==> config.mk <==
export PLATFORM = sky130hd
export DESIGN_NAME = cache_inval_seq
export DESIGN_NICKNAME = d
export VERILOG_FILES = /design/src/rtl/cinv_pkg.sv /design/src/rtl/cinv_ctrl.sv /design/src/rtl/cinv_dp.sv /design/src/rtl/cache_inval_seq.sv
export SDC_FILE = /design/constraint.sdc
export NUM_CORES = 1
export LEC_CHECK = 0
export CORE_ASPECT_RATIO = 0.9
export CORE_MARGIN = 1.5
export CORE_UTILIZATION = 34
export CTS_CLUSTER_DIAMETER = 80
export CTS_CLUSTER_SIZE = 14
export DETAILED_ROUTE_END_ITERATION = 16
export PLACE_DENSITY = 0.85
export SLEW_MARGIN = 20
export SYNTH_ARGS = -nofsm -noshare
export SYNTH_HDL_FRONTEND = slang
export SYNTH_SLANG_ARGS = --single-unit
==> constraint.sdc <==
create_clock -name clk -period 1.7 [get_ports clk]
set_input_delay 0.425 -clock clk [delete_from_list [all_inputs] [get_ports clk]]
set_output_delay 0.425 -clock clk [all_outputs]
set_load 0.02 [all_outputs]
==> src/rtl/cinv_pkg.sv <==
package cinv_pkg;

  typedef enum logic [1:0] {
    ST_IDLE  = 2'd0,
    ST_INVAL = 2'd1,
    ST_ADS   = 2'd2,
    ST_WAIT  = 2'd3
  } seqState_t;

  // strobes from control to datapath
  typedef struct packed {
    logic clrIdx;
    logic incIdx;
    logic inval;
    logic ads;
    logic spec;
  } seqStrobe_t;

  localparam logic [7:0] BE_IDLE    = 8'hFF;
  localparam logic [7:0] BE_INV_ALL = 8'hFD;
  localparam logic       SPEC_MIO   = 1'b0;
  localparam logic       SPEC_DC    = 1'b0;
  localparam logic       SPEC_WR    = 1'b1;

endpackage

==> src/rtl/cinv_ctrl.sv <==
module cinv_ctrl
  import cinv_pkg::*;
(
  input  logic       clk,
  input  logic       rstN,
  input  logic       startCmd,
  input  logic       rdyN,
  input  logic       lastIdx,
  output seqStrobe_t strobe,
  output logic       busy,
  output logic       done
);

  seqState_t state, stateNext;

  always_ff @(posedge clk or negedge rstN) begin
    if (!rstN) begin
      state <= ST_IDLE;
      done  <= 1'b0;
    end else begin
      state <= stateNext;
      done  <= (state == ST_WAIT) && !rdyN;
    end
  end

  always_comb begin
    stateNext = state;
    unique case (state)
      ST_IDLE:  if (startCmd) stateNext = ST_INVAL;
      ST_INVAL: if (lastIdx)  stateNext = ST_ADS;
      ST_ADS:   stateNext = ST_WAIT;
      ST_WAIT:  if (!rdyN)    stateNext = ST_IDLE;
      default:  stateNext = ST_IDLE;
    endcase
  end

  always_comb begin
    strobe.clrIdx = (state == ST_IDLE) && startCmd;
    strobe.incIdx = (state == ST_INVAL);
    strobe.inval  = (state == ST_INVAL);
    strobe.ads    = (state == ST_ADS);
    strobe.spec   = (state == ST_ADS) || (state == ST_WAIT);
  end

  assign busy = (state != ST_IDLE);

endmodule

==> src/rtl/cinv_dp.sv <==
module cinv_dp
  import cinv_pkg::*;
#(
  parameter int NUM_SETS = 64,
  parameter int NUM_WAYS = 4,
  localparam int SET_W   = (NUM_SETS > 1) ? $clog2(NUM_SETS) : 1
) (
  input  logic                clk,
  input  logic                rstN,
  input  seqStrobe_t          strobe,
  output logic                lastIdx,
  output logic                icTagWe,
  output logic [SET_W-1:0]    icTagSet,
  output logic [NUM_WAYS-1:0] icTagWayMask,
  output logic                icTagValid,
  output logic                dcTagWe,
  output logic [SET_W-1:0]    dcTagSet,
  output logic [NUM_WAYS-1:0] dcTagWayMask,
  output logic                dcTagValid,
  output logic                dcTagModified,
  output logic                adsN,
  output logic [7:0]          beN,
  output logic                mio,
  output logic                dc,
  output logic                wr
);

  localparam logic [SET_W-1:0] LAST_SET = SET_W'(NUM_SETS - 1);

  logic [SET_W-1:0] setIdx;

  always_ff @(posedge clk or negedge rstN) begin
    if (!rstN)              setIdx <= '0;
    else if (strobe.clrIdx) setIdx <= '0;
    else if (strobe.incIdx) setIdx <= setIdx + 1'b1;
  end

  assign lastIdx = (setIdx == LAST_SET);

  // both tag ports sweep the same set together
  assign icTagWe       = strobe.inval;
  assign icTagSet      = setIdx;
  assign icTagValid    = 1'b0;
  assign dcTagWe       = strobe.inval;
  assign dcTagSet      = setIdx;
  assign dcTagValid    = 1'b0;
  assign dcTagModified = 1'b0;

  for (genvar w = 0; w < NUM_WAYS; w++) begin : g_way
    assign icTagWayMask[w] = strobe.inval;
    assign dcTagWayMask[w] = strobe.inval;
  end

  // bus side: idle values unless the special cycle is running
  assign adsN = !strobe.ads;
  assign beN  = strobe.spec ? BE_INV_ALL : BE_IDLE;
  assign mio  = strobe.spec ? SPEC_MIO : 1'b0;
  assign dc   = strobe.spec ? SPEC_DC  : 1'b0;
  assign wr   = strobe.spec ? SPEC_WR  : 1'b0;

endmodule

==> src/rtl/cache_inval_seq.sv <==
module cache_inval_seq
  import cinv_pkg::*;
#(
  parameter int NUM_SETS = 64,
  parameter int NUM_WAYS = 4,
  localparam int SET_W   = (NUM_SETS > 1) ? $clog2(NUM_SETS) : 1
) (
  input  logic                clk,
  input  logic                rstN,
  input  logic                startCmd,
  output logic                busy,
  output logic                done,
  output logic                icTagWe,
  output logic [SET_W-1:0]    icTagSet,
  output logic [NUM_WAYS-1:0] icTagWayMask,
  output logic                icTagValid,
  output logic                dcTagWe,
  output logic [SET_W-1:0]    dcTagSet,
  output logic [NUM_WAYS-1:0] dcTagWayMask,
  output logic                dcTagValid,
  output logic                dcTagModified,
  output logic                adsN,
  output logic [7:0]          beN,
  output logic                mio,
  output logic                dc,
  output logic                wr,
  input  logic                rdyN
);

  seqStrobe_t strobe;
  logic       lastIdx;

  cinv_ctrl u_ctrl (
    .clk      (clk),
    .rstN     (rstN),
    .startCmd (startCmd),
    .rdyN     (rdyN),
    .lastIdx  (lastIdx),
    .strobe   (strobe),
    .busy     (busy),
    .done     (done)
  );

  cinv_dp #(
    .NUM_SETS (NUM_SETS),
    .NUM_WAYS (NUM_WAYS)
  ) u_dp (
    .clk           (clk),
    .rstN          (rstN),
    .strobe        (strobe),
    .lastIdx       (lastIdx),
    .icTagWe       (icTagWe),
    .icTagSet      (icTagSet),
    .icTagWayMask  (icTagWayMask),
    .icTagValid    (icTagValid),
    .dcTagWe       (dcTagWe),
    .dcTagSet      (dcTagSet),
    .dcTagWayMask  (dcTagWayMask),
    .dcTagValid    (dcTagValid),
    .dcTagModified (dcTagModified),
    .adsN          (adsN),
    .beN           (beN),
    .mio           (mio),
    .dc            (dc),
    .wr            (wr)
  );

endmodule

Yosys cells after proc, flatten, opt, wreduce, memory -nomap -nowiden
Cells that the tools add are included.
- register bits: 9
- output and inout bits: 39
- logic and storage cells: 28
- add/sub/neg operators: 1
- equal/unequal tests: 7
- multiplexer cells: 8
- reduce and logical (&&, ||, !) cells: 9
- operators with widths (operator ; number):
    6-bit 2-to-1 mux ; 2
    2-bit 2-to-1 mux ; 4
    2-bit case mux with 4 select lines ; 1
    6-bit by 1-bit adder with 6-bit output (second input constant) ; 1
    6-bit == test (second input constant) ; 1
    2-bit == test (second input constant) ; 2
    2-bit != test (second input constant) ; 2
    2-bit nonzero test ; 2
    3-bit AND reduction ; 1
    2-bit by 1-bit == test with 1-bit output (second input constant) ; 1
    1-bit logical AND ; 2
    1-bit zero test ; 2
    2-bit zero test ; 1
    2-bit by 1-bit != test with 1-bit output (second input constant) ; 1
    1-bit logical OR ; 1
    1-bit 2-to-1 mux ; 1

Depth between registers and ports, before layout
Gate-level depths: netlist (run 1).
- depth in word-level cells: 3
- gate-level depth with buffers: 6
- mapped depth without buffers: 5

Modules after synthesis
Synthesis (run 1) repeated with hierarchy kept, for this count alone.
- cells, all modules: 82
- area total of the unflattened synthesis: 755.7 sq um
- by module, submodules not included (module ; instances ; cells each ; area an instance (sq um) ; seq. area each (sq um)):
    cinv_dp ; 1 ; 61 ; 514.2 ; 150.1
    cinv_ctrl ; 1 ; 21 ; 241.5 ; 75.1

Worst setup path after synthesis (run 1)
No wires, ideal clock.
- kind: flip-flop to flip-flop
- start point: register u_ctrl.state[1]
- end point: register u_ctrl.state[1]
- library setup time: 125 ps
- data arrival time: 1745 ps
- data required time: 1575 ps
- slack: -170 ps
- stages on the path, launching flop included: 7
- buffers on the path: 1
- clock period less this slack: 1870 ps
- cell sequence: dfrtp_1 inv_1 ha_1 buf_4 a21boi_1 a2111oi_4 mux2_4
- word-level cells in the longest chain between the ends: 3
- elaborated cells between the ends (all ways): 9
- those cells by class: 6 x eq/ne; 1 x mux; 2 x reduce/logical
- ends and longest elaborated chain (what ; line ; source):
    from (decl) ; cinv_ctrl.sv:14 ; seqState_t state, stateNext;
    from (signal assigned) ; cinv_ctrl.sv:21 ; state <= stateNext;
    2-bit by 1-bit == test with 1-bit output * ; n/a ;
    via dcTagWe ; cache_inval_seq.sv:17 ; output logic dcTagWe,
    2-bit by 1-bit != test with 1-bit output (no line) ; n/a ;
    3-bit AND reduction (no line) ; n/a ;
Mark *: on every way through the listed nets, which the timed path passes. The rest lies on a longest branch.
A chain may end at the register's enable or synchronous reset.

Worst setup path after layout (run 1)
- start point: register u_ctrl.state[0]
- end point: output beN[1]
- word-level cells in the longest chain between the ends: 3
- elaborated cells between the ends (all ways): 4
- those cells by class: 2 x eq/ne; 1 x mux; 1 x reduce/logical
- ends and longest elaborated chain (what ; line ; source):
    2-bit == test ; cinv_ctrl.sv:42 ; strobe.spec = (state == ST_ADS) || (state == ST_WAIT);
    1-bit logical OR * ; cinv_ctrl.sv:42 ;
    2-bit 2-to-1 mux * ; cinv_dp.sv:56 ; assign beN = strobe.spec ? BE_INV_ALL : BE_IDLE;
    to (decl) ; cache_inval_seq.sv:23 ; output logic [7:0] beN,
Mark *: on every way between the ends. The rest lies on a longest branch, timed or not.

==> flow_summary.ini, run 1 <==
[setup_path]
crit_arrival_ns = 1.31
path_delay_family = flip-flops
reg2reg_depth = 6
reg2reg_setup_slack_ns = -0.02
path_common_cell = inv_2
crit_cells = 5
end_kind = output pin
worst_ep_required_time_ns = 1.27
r2r-end = u_ctrl.state[1]$_DFFE_PN0P_
criticalPathCategory = flip-flop to output pin
crit_chain = inv_2 -> ha_2 -> or2_4 -> inv_2 -> buf_6
start_kind = flip-flop
cp_slowest_cell = dfrtp_1
cp-startpoint = u_ctrl.state[0]$_DFFE_PN0P_
critPathMaxStageDelay_ns = 0.39
r2r-start = u_ctrl.state[0]$_DFFE_PN0P_
crit_buf_inv = 3
cp_max_fo = 3

[logic_synthesis]
ys_types = 23
ys_seq_area_share_pct = 30.2
synth_edf_count = 0
syn-cell-area_sq_um = 747
postSynthCellCount = 79
yosys-top-cells-count = buf_4, dfrtp_1, ha_1, nor2_1, inv_1
ys_top_cells_by_area = dfrtp_1, buf_4, ha_1
synth.most_common_cell = buf_4
netlist.area_leader.share_pct = 30.2
synth_area_leader_cell = dfrtp_1
ys_ff_latch = 9
syn_avg_cell_area_sq_um = 9.46
synthFlopType = dfrtp_1
ys_warn_count = 0
async_flop_share_pct = 100

[power]
p_int_mw = 1.15
power_mw = 2.11
leakagePower_nw = 0.539
pwr_density_cell_nw_per_um2 = 2090
clock_power_share_pct = 8.1
p_comb_share_pct = 74.5
p_sw_uw = 954
peakVddDrop_uv = 754
seqPwrFrac_pct = 17.5
switching_share_pct = 45.3

[global_routing]
first_global_vias = 489
grt-ovfl-total = 0
antenna_found_initial = 0
grt_pass1_wl_microns = 2050
track_usage_pct = 11.7
grt_max_degree = 11

[timing]
period_share_pct = 102
layout_min_cycle_time_ns = 1.73
hold_viol_final = 0
rsz0062_at_grt = true
drv_slew = 0
layout_setup_ws_ns = -0.0344
fin_skew_ns = 0.00275
max_freq_mhz = 577
finalSetupViolCount = 4
hold_slack_ns = 0.464

[drt]
ant_nets = 0
vias = 529
routed_via_density = 4.13
detail_route.wl_per_cell_microns = 11.1
first_iter_violations = 0
drcViolationCount = 0
wirelength_microns = 1430
dr.pass1.iters = 1

[status]
outcome = complete, but fails checks
violations = setup timing

[clocking]
cts_tree = yes
hold_buffers = 0
clkTransAtPathRegs_ns = 0.06
insertion_delay_ns = 0.26
htreeDepth = 1
cts_buffers = 3
clockBufferDepth = 2
clock-root-buffer = clkbuf_4
cts.sinks = 9

[flow_run]
maxCapViolCount = 0

[placement]
gp_congestion = 0.699
port_buffers = 30
placed_cells = 122
dp_hpwl_microns = 1120

[floorplanning]
num_io_pins = 43
dieWidth_microns = 52.4
die_h_microns = 47.5
rows = 15
die-area_sq_um = 2490
start_util_pct = 37.5
coreArea_sq_um = 1990

[cells_and_area]
utilization_pct = 50.6
antenna_cells = 0
area_delta_synth_final_pct = 34.7
fin_cells = 128
fin_nets = 114
drive_gt1_share_pct = 35.9

[min_path]
hold_path_class = input port to async pin
[worst max path at each step]
stage	endpoint	slack, ns
final	beN[1]	-0.03
after global routing	u_ctrl.state[0]$_DFFE_PN0P_	-0.09
after CTS	beN[1]	-0.04
after detailed placement	beN[1]	-0.31
after global placement	beN[1]	-0.27
after floorplan	u_ctrl.state[1]$_DFFE_PN0P_	0.008
[state kept, by name, indices dropped and copies added, names as in the netlist]
signal / count
u_ctrl.state: 2
u_ctrl.done: 1
u_dp.dcTagSet: 6
[per-stage QoR]
step           setup slack [ns]  TNS, ns  cell area, sq um
2_1_floorplan           0.00759        0               797
3_3_place_gp             -0.267    -1.65               967
3_5_place_dp             -0.314    -2.33               967
4_1_cts                 -0.0445   -0.237               967
5_1_grt                 -0.0916   -0.773              1010
6_report                -0.0344  -0.0723              1010
[routing by layer]
layer | vias to the layer above | routed length (microns) | track usage (%)
met5 | - | 0 | 0
met4 | 0 | 10 | 4.62
met3 | 2 | 72 | 4.69
met2 | 20 | 804 | 22.3
met1 | 248 | 541 | 11.5
li1 | 259 | - | -
[logic make-up (layout without fill, tap and decap cells)]
group	Yosys count	after routing	synth area share (%)
buf+inv	34	48	31.2
simple gates	17	17	12.2
flops	9	9	30.2
fa+ha+maj	6	6	10.0
compound gates	4	4	6.03
xor+xnor	4	4	4.69
mux	3	3	4.69
other cells	2	12	1.01
[worst register-to-register path, stage by stage (launching register included)]
cell and delay, ns:
dfrtp_1 0.41, buf_4 0.15, ha_4 0.17, buf_6 0.14, a21boi_1 0.15, a2111oi_4 0.26
mux2_4 0.33
[power groups by stage]
stage / sequential, mW / combinational, mW / clock [mW]
after floorplan: 0.412 / 0.987 / 0
after global placement: 0.361 / 1.49 / 0
after detailed placement: 0.368 / 1.53 / 0
after CTS: 0.368 / 1.47 / 0.178
after global routing: 0.378 / 1.68 / 0.193
final: 0.368 / 1.57 / 0.170
[placed cells by master, fill, tap and decap left out, types with 3 or more instances in the layout]
cell type	n
dfrtp_1	9
xor2_1	3
conb_1	12
dlygate4sd2_1	12
buf_6	4
clkbuf_4	3
buf_4	18
nor2_1	6
clkdlybuf4s50_1	4
inv_2	3
[what timing repair did]
action                                  CTS  global route
gates resized for setup                  82            12
endpoints found under the setup margin   29            15
pin swaps                                 2             2
buffers inserted                          1             1
[area by class of cell]
class | count | area, sq um
timing repair buffer | 39 | 345
fill | 197 | 983
inverter | 5 | 18.8
multi-input combinational | 46 | 359
tap | 25 | 31.3
sequential | 9 | 225
clock buffer | 4 | 26.3
(Power assumes the default switching activity.)
==> run 2: changes to the inputs <==
CORE_MARGIN = 3   (was 1.5)
==> run 2 against run 1 <==
The run still ends with setup timing left; maximum frequency rose by 0.39%; non-clock buffer count rose by 1; register-to-register slack barely moved; sequential cell count did not move; critical path depth fell by 1; die area rose by 12%; count of clock-buffer cells in the layout did not move; clock skew barely moved; first-iteration DRC count rose by 3; sequential share of layout area rose by 0.54 points; final cell count rose by 0.78%.
==> flow_summary.ini, run 2 (synthesis results as in run 1) <==
[flow_run]
maxCapViolCount = 0

[clocking]
clkTransAtPathRegs_ns = 0.06
htreeDepth = 1
hold_buffers = 0
cts_tree = yes
cts_buffers = 3
clock-root-buffer = clkbuf_4
clockBufferDepth = 2
insertion_delay_ns = 0.26
cts.sinks = 9

[drt]
drcViolationCount = 0
ant_nets = 0
dr.pass1.iters = 2
routed_via_density = 4.22
first_iter_violations = 3
vias = 544
detail_route.wl_per_cell_microns = 11.6
wirelength_microns = 1490

[cells_and_area]
largest_reg_flops = 6
area_delta_synth_final_pct = 31.5
fin_nets = 115
drive_gt1_share_pct = 37.5
layout_common_cells = conb_1, buf_4, dlygate4sd2_1, buf_2, dfrtp_1
utilization_pct = 49.4
antenna_cells = 0
final_common_cell = conb_1

[floorplanning]
start_util_pct = 37.5
die-area_sq_um = 2800
num_io_pins = 43
rows = 15
coreArea_sq_um = 1990
dieWidth_microns = 55.4
die_h_microns = 50.5

[setup_path]
cp_max_fo = 4
r2r-start = u_ctrl.state[0]$_DFFE_PN0P_
crit_arrival_ns = 1.30
reg2reg_setup_slack_ns = -0.02
reg2reg_depth = 6
criticalPathCategory = flip-flop to output pin
start_kind = flip-flop
end_kind = output pin
worst_ep_required_time_ns = 1.27
r2r-end = u_ctrl.state[1]$_DFFE_PN0P_

[global_routing]
antenna_found_initial = 0
use_met1_pct = 9.56
grt-ovfl-total = 0
grt_pass1_wl_microns = 2250
grt_use_met3_pct = 5.66
grt_max_degree = 12
first_global_vias = 502
grt.met2_usage_pct = 20.3
track_usage_pct = 10.9
busiest_layer = met2

[placement]
port_buffers = 30
gp_congestion = 0.700
place_ws_ns = -0.288
dp_hpwl_microns = 1190

[power]
peakVddDrop_uv = 776
leakagePower_nw = 0.563
pwr_density_cell_nw_per_um2 = 2060
power_mw = 2.03

[status]
violations = setup timing
outcome = complete, but fails checks

[timing]
period_share_pct = 102
layout_min_cycle_time_ns = 1.73
fin_skew_ns = 0.00320
layout_setup_ws_ns = -0.0276
hold_viol_final = 0
finalSetupViolCount = 6
rsz0062_at_grt = true
drv_slew = 0
max_freq_mhz = 579

[min_path]
hold_path_class = input port to async pin
-- run 2: cell count changes in the layout (fill, tap and decap cells not counted), sizes merged --
cell | previous run | this run
buf | 23 | 24
dlygate4sd2 | 12 | 10
dlymetal6s2s | 0 | 2
-- run 2: timing repair --
action | CTS | global route
pin swaps | 1 | 2
buffers inserted | 0 | 2
setup endpoints to repair | 27 | 12
gates resized for setup | 74 | 10
-- run 2: how the worst max path moves through the flow --
| stage | from | to | slack [ns] | depth (start not counted) |
|---|---|---|---|---|
| 2_1_floorplan | u_ctrl.state[1]$_DFFE_PN0P_ | u_ctrl.state[1]$_DFFE_PN0P_ | 0.008 | 6 |
| 3_3_place_gp | u_ctrl.state[0]$_DFFE_PN0P_ | beN[1] | -0.27 | 5 |
| 3_5_place_dp | u_ctrl.state[0]$_DFFE_PN0P_ | beN[1] | -0.29 | 5 |
| 4_1_cts | u_ctrl.state[0]$_DFFE_PN0P_ | u_ctrl.state[1]$_DFFE_PN0P_ | -0.04 | 6 |
| 5_1_grt | u_ctrl.state[0]$_DFFE_PN0P_ | beN[1] | -0.09 | 5 |
| 6_report | u_ctrl.state[1]$_DFFE_PN0P_ | beN[1] | -0.03 | 4 |
-- run 2: critical path, stage by stage (launching register included) --
cell and delay, ns:
dfrtp_1 0.42, ha_2 0.19, or2_4 0.25, inv_2 0.06
buf_6 0.11
-- run 2: through the flow --
| stage | area (sq um) | setup TNS (ns) | hold WS, ns | instances |
|---|---|---|---|---|
| floorplan | 797 | 0 | 0.129 | 89 |
| global placement | 975 | -1.62 | 0.557 | 123 |
| detailed placement | 975 | -2.12 | 0.585 | 123 |
| CTS | 963 | -0.0975 | 0.462 | 127 |
| global route | 982 | -0.545 | 0.486 | 129 |
| finish | 982 | -0.0798 | 0.465 | 129 |
-- run 2: layer usage --
| layer | up-vias | share of wire [%] |
|---|---|---|
| met2 | 25 | 57 |
| met3 | 4 | 7.6 |
| met1 | 256 | 33 |
| met5 | - | 0 |
| met4 | 0 | 2.0 |
| li1 | 259 | - |
-- run 2: power breakdown --
group	switching (mW)	total [mW]	internal, mW
registers	0.0719	0.357	0.285
logic	0.801	1.50	0.703
clock network	0.0744	0.165	0.0904
total	0.947	2.03	1.08
-- run 2: cell type report --
| type | instances | area (sq um) |
|---|---|---|
| clock buffer | 4 | 26.3 |
| fill | 194 | 1010 |
| inverter | 5 | 18.8 |
| multi-input combinational | 46 | 362 |
| sequential | 9 | 225 |
| tap | 25 | 31.3 |
| timing repair buffer | 40 | 319 |
==> run 3: changes to the inputs <==
TNS_END_PERCENT = 30   (was not set)
==> run 3 against run 2 <==
The flow still finishes with violations (setup timing); non-clock buffer count grew 2; critical path type is now flip-flop to flip-flop; register-to-register slack worse by 0.05 ns; clock power about the same; sequential cell count is the same; die area did not move; utilization rose by 3.0 points; first-iteration DRC count fell by 33%.
==> flow_summary.ini, run 3 (synthesis results as in run 1) <==
[status]
outcome = complete, but fails checks
violations = setup timing

[timing]
hold_viol_final = 0
hold_slack_ns = 0.465
drv_slew = 0
max_freq_mhz = 566
period_share_pct = 104
fin_skew_ns = 0.00492
fin_setup_tns_ns = -0.169
finalSetupViolCount = 5
layout_setup_ws_ns = -0.0673
layout_min_cycle_time_ns = 1.77
rsz0062_at_grt = true

[global_routing]
grt-ovfl-total = 0
first_global_vias = 501
track_usage_pct = 11.0
grt_pass1_wl_microns = 2280
grt_max_degree = 12
antenna_found_initial = 0

[clocking]
clock-root-buffer = clkbuf_4
cts.sinks = 9
htreeDepth = 1
clockBufferDepth = 2
insertion_delay_ns = 0.26
clkTransAtPathRegs_ns = 0.06
cts_buffers = 3
cts_tree = yes

[cells_and_area]
utilization_pct = 52.3
fin_cells = 131
antenna_cells = 0
layout_common_cells = conb_1, buf_4, buf_6, dlygate4sd2_1, dfrtp_1
drive_gt1_share_pct = 37.7
largest_reg_flops = 6
area_delta_synth_final_pct = 39.4
fin_nets = 117
final_area_sq_um = 1040

[floorplanning]
dieWidth_microns = 55.4
start_util_pct = 37.5
die_h_microns = 50.5
die-area_sq_um = 2800
coreArea_sq_um = 1990
num_io_pins = 43
rows = 15

[setup_path]
cp_max_fo = 6
start_kind = flip-flop
criticalPathCategory = flip-flop to flip-flop
worst_ep_required_time_ns = 1.84
crit_arrival_ns = 1.91
end_kind = flip-flop

[power]
pwr_density_cell_nw_per_um2 = 2110
peakVddDrop_uv = 777
power_mw = 2.20
leakagePower_nw = 0.585

[placement]
gp_congestion = 0.700
place_ws_ns = -0.288
placed_cells = 123
dp_hpwl_microns = 1190
placed_area_sq_um = 975
port_buffers = 30

[drt]
first_iter_violations = 2
detail_route.wl_per_cell_microns = 11.9
dr.pass1.iters = 2
ant_nets = 0
routed_via_density = 4.21
vias = 552
wirelength_microns = 1570
drcViolationCount = 0

[min_path]
hold_path_class = input port to async pin

[flow_run]
maxCapViolCount = 0
-- run 3: cell count changes in the layout (fill, tap and decap cells not counted), sizes merged --
| cell | previous run | this run |
|---|---|---|
| clkbuf | 4 | 6 |
-- run 3: final cells by class --
| type | instances | area (sq um) |
|---|---|---|
| well taps | 25 | 31.3 |
| inverters | 5 | 18.8 |
| multi-input cells | 46 | 358 |
| clock buffers | 4 | 26.3 |
| flip-flops and latches | 9 | 225 |
| repair buffers | 42 | 382 |
| fillers | 184 | 948 |
-- run 3: report_power, final --
group          switching [mW]  internal (mW)  total (mW)  leakage [nW]
logic                   0.834          0.835        1.67         0.452
clock network          0.0750         0.0905       0.166        0.0150
registers              0.0763          0.285       0.361         0.118
-- run 3: critical path, cell delays in order (launching register included) --
cell and delay (ns):
dfrtp_1 0.41, buf_6 0.14, ha_4 0.17, buf_6 0.13, a21boi_4 0.14, a2111oi_4 0.32, mux2_4 0.34
-- run 3: worst paths after layout --
path | startpoint | endpoint | slack [ns] | cells past startpoint
setup / recovery | u_ctrl.state[0]$_DFFE_PN0P_ | u_ctrl.state[1]$_DFFE_PN0P_ | -0.07 | 6
hold / removal | rstN | u_dp.dcTagSet[3]$_DFFE_PN0P_ | 0.47 | 1
setup reg to reg | u_ctrl.state[0]$_DFFE_PN0P_ | u_ctrl.state[1]$_DFFE_PN0P_ | -0.07 | 6
hold reg to reg | u_dp.dcTagSet[5]$_DFFE_PN0P_ | u_dp.dcTagSet[5]$_DFFE_PN0P_ | 0.61 | 2
max in group asynchronous | rstN | u_ctrl.state[0]$_DFFE_PN0P_ | 0.93 | 1
min in group clk | u_dp.dcTagSet[5]$_DFFE_PN0P_ | u_dp.dcTagSet[5]$_DFFE_PN0P_ | 0.61 | 2
-- run 3: routing by layer --
metal / global-route usage [%] / share of wire [%]
met1: 9.87 / 32
met2: 20.3 / 59
met3: 5.66 / 7.3
met4: 5.67 / 0.89
met5: 0 / 0
-- run 3: timing repair --
item / in CTS / in global routing
hold buffers: 0 / 0
endpoints found under the setup margin: 27 / 18
pin swaps: 1 / 1
setup buffers: 0 / 4
gates resized for setup: 60 / 39
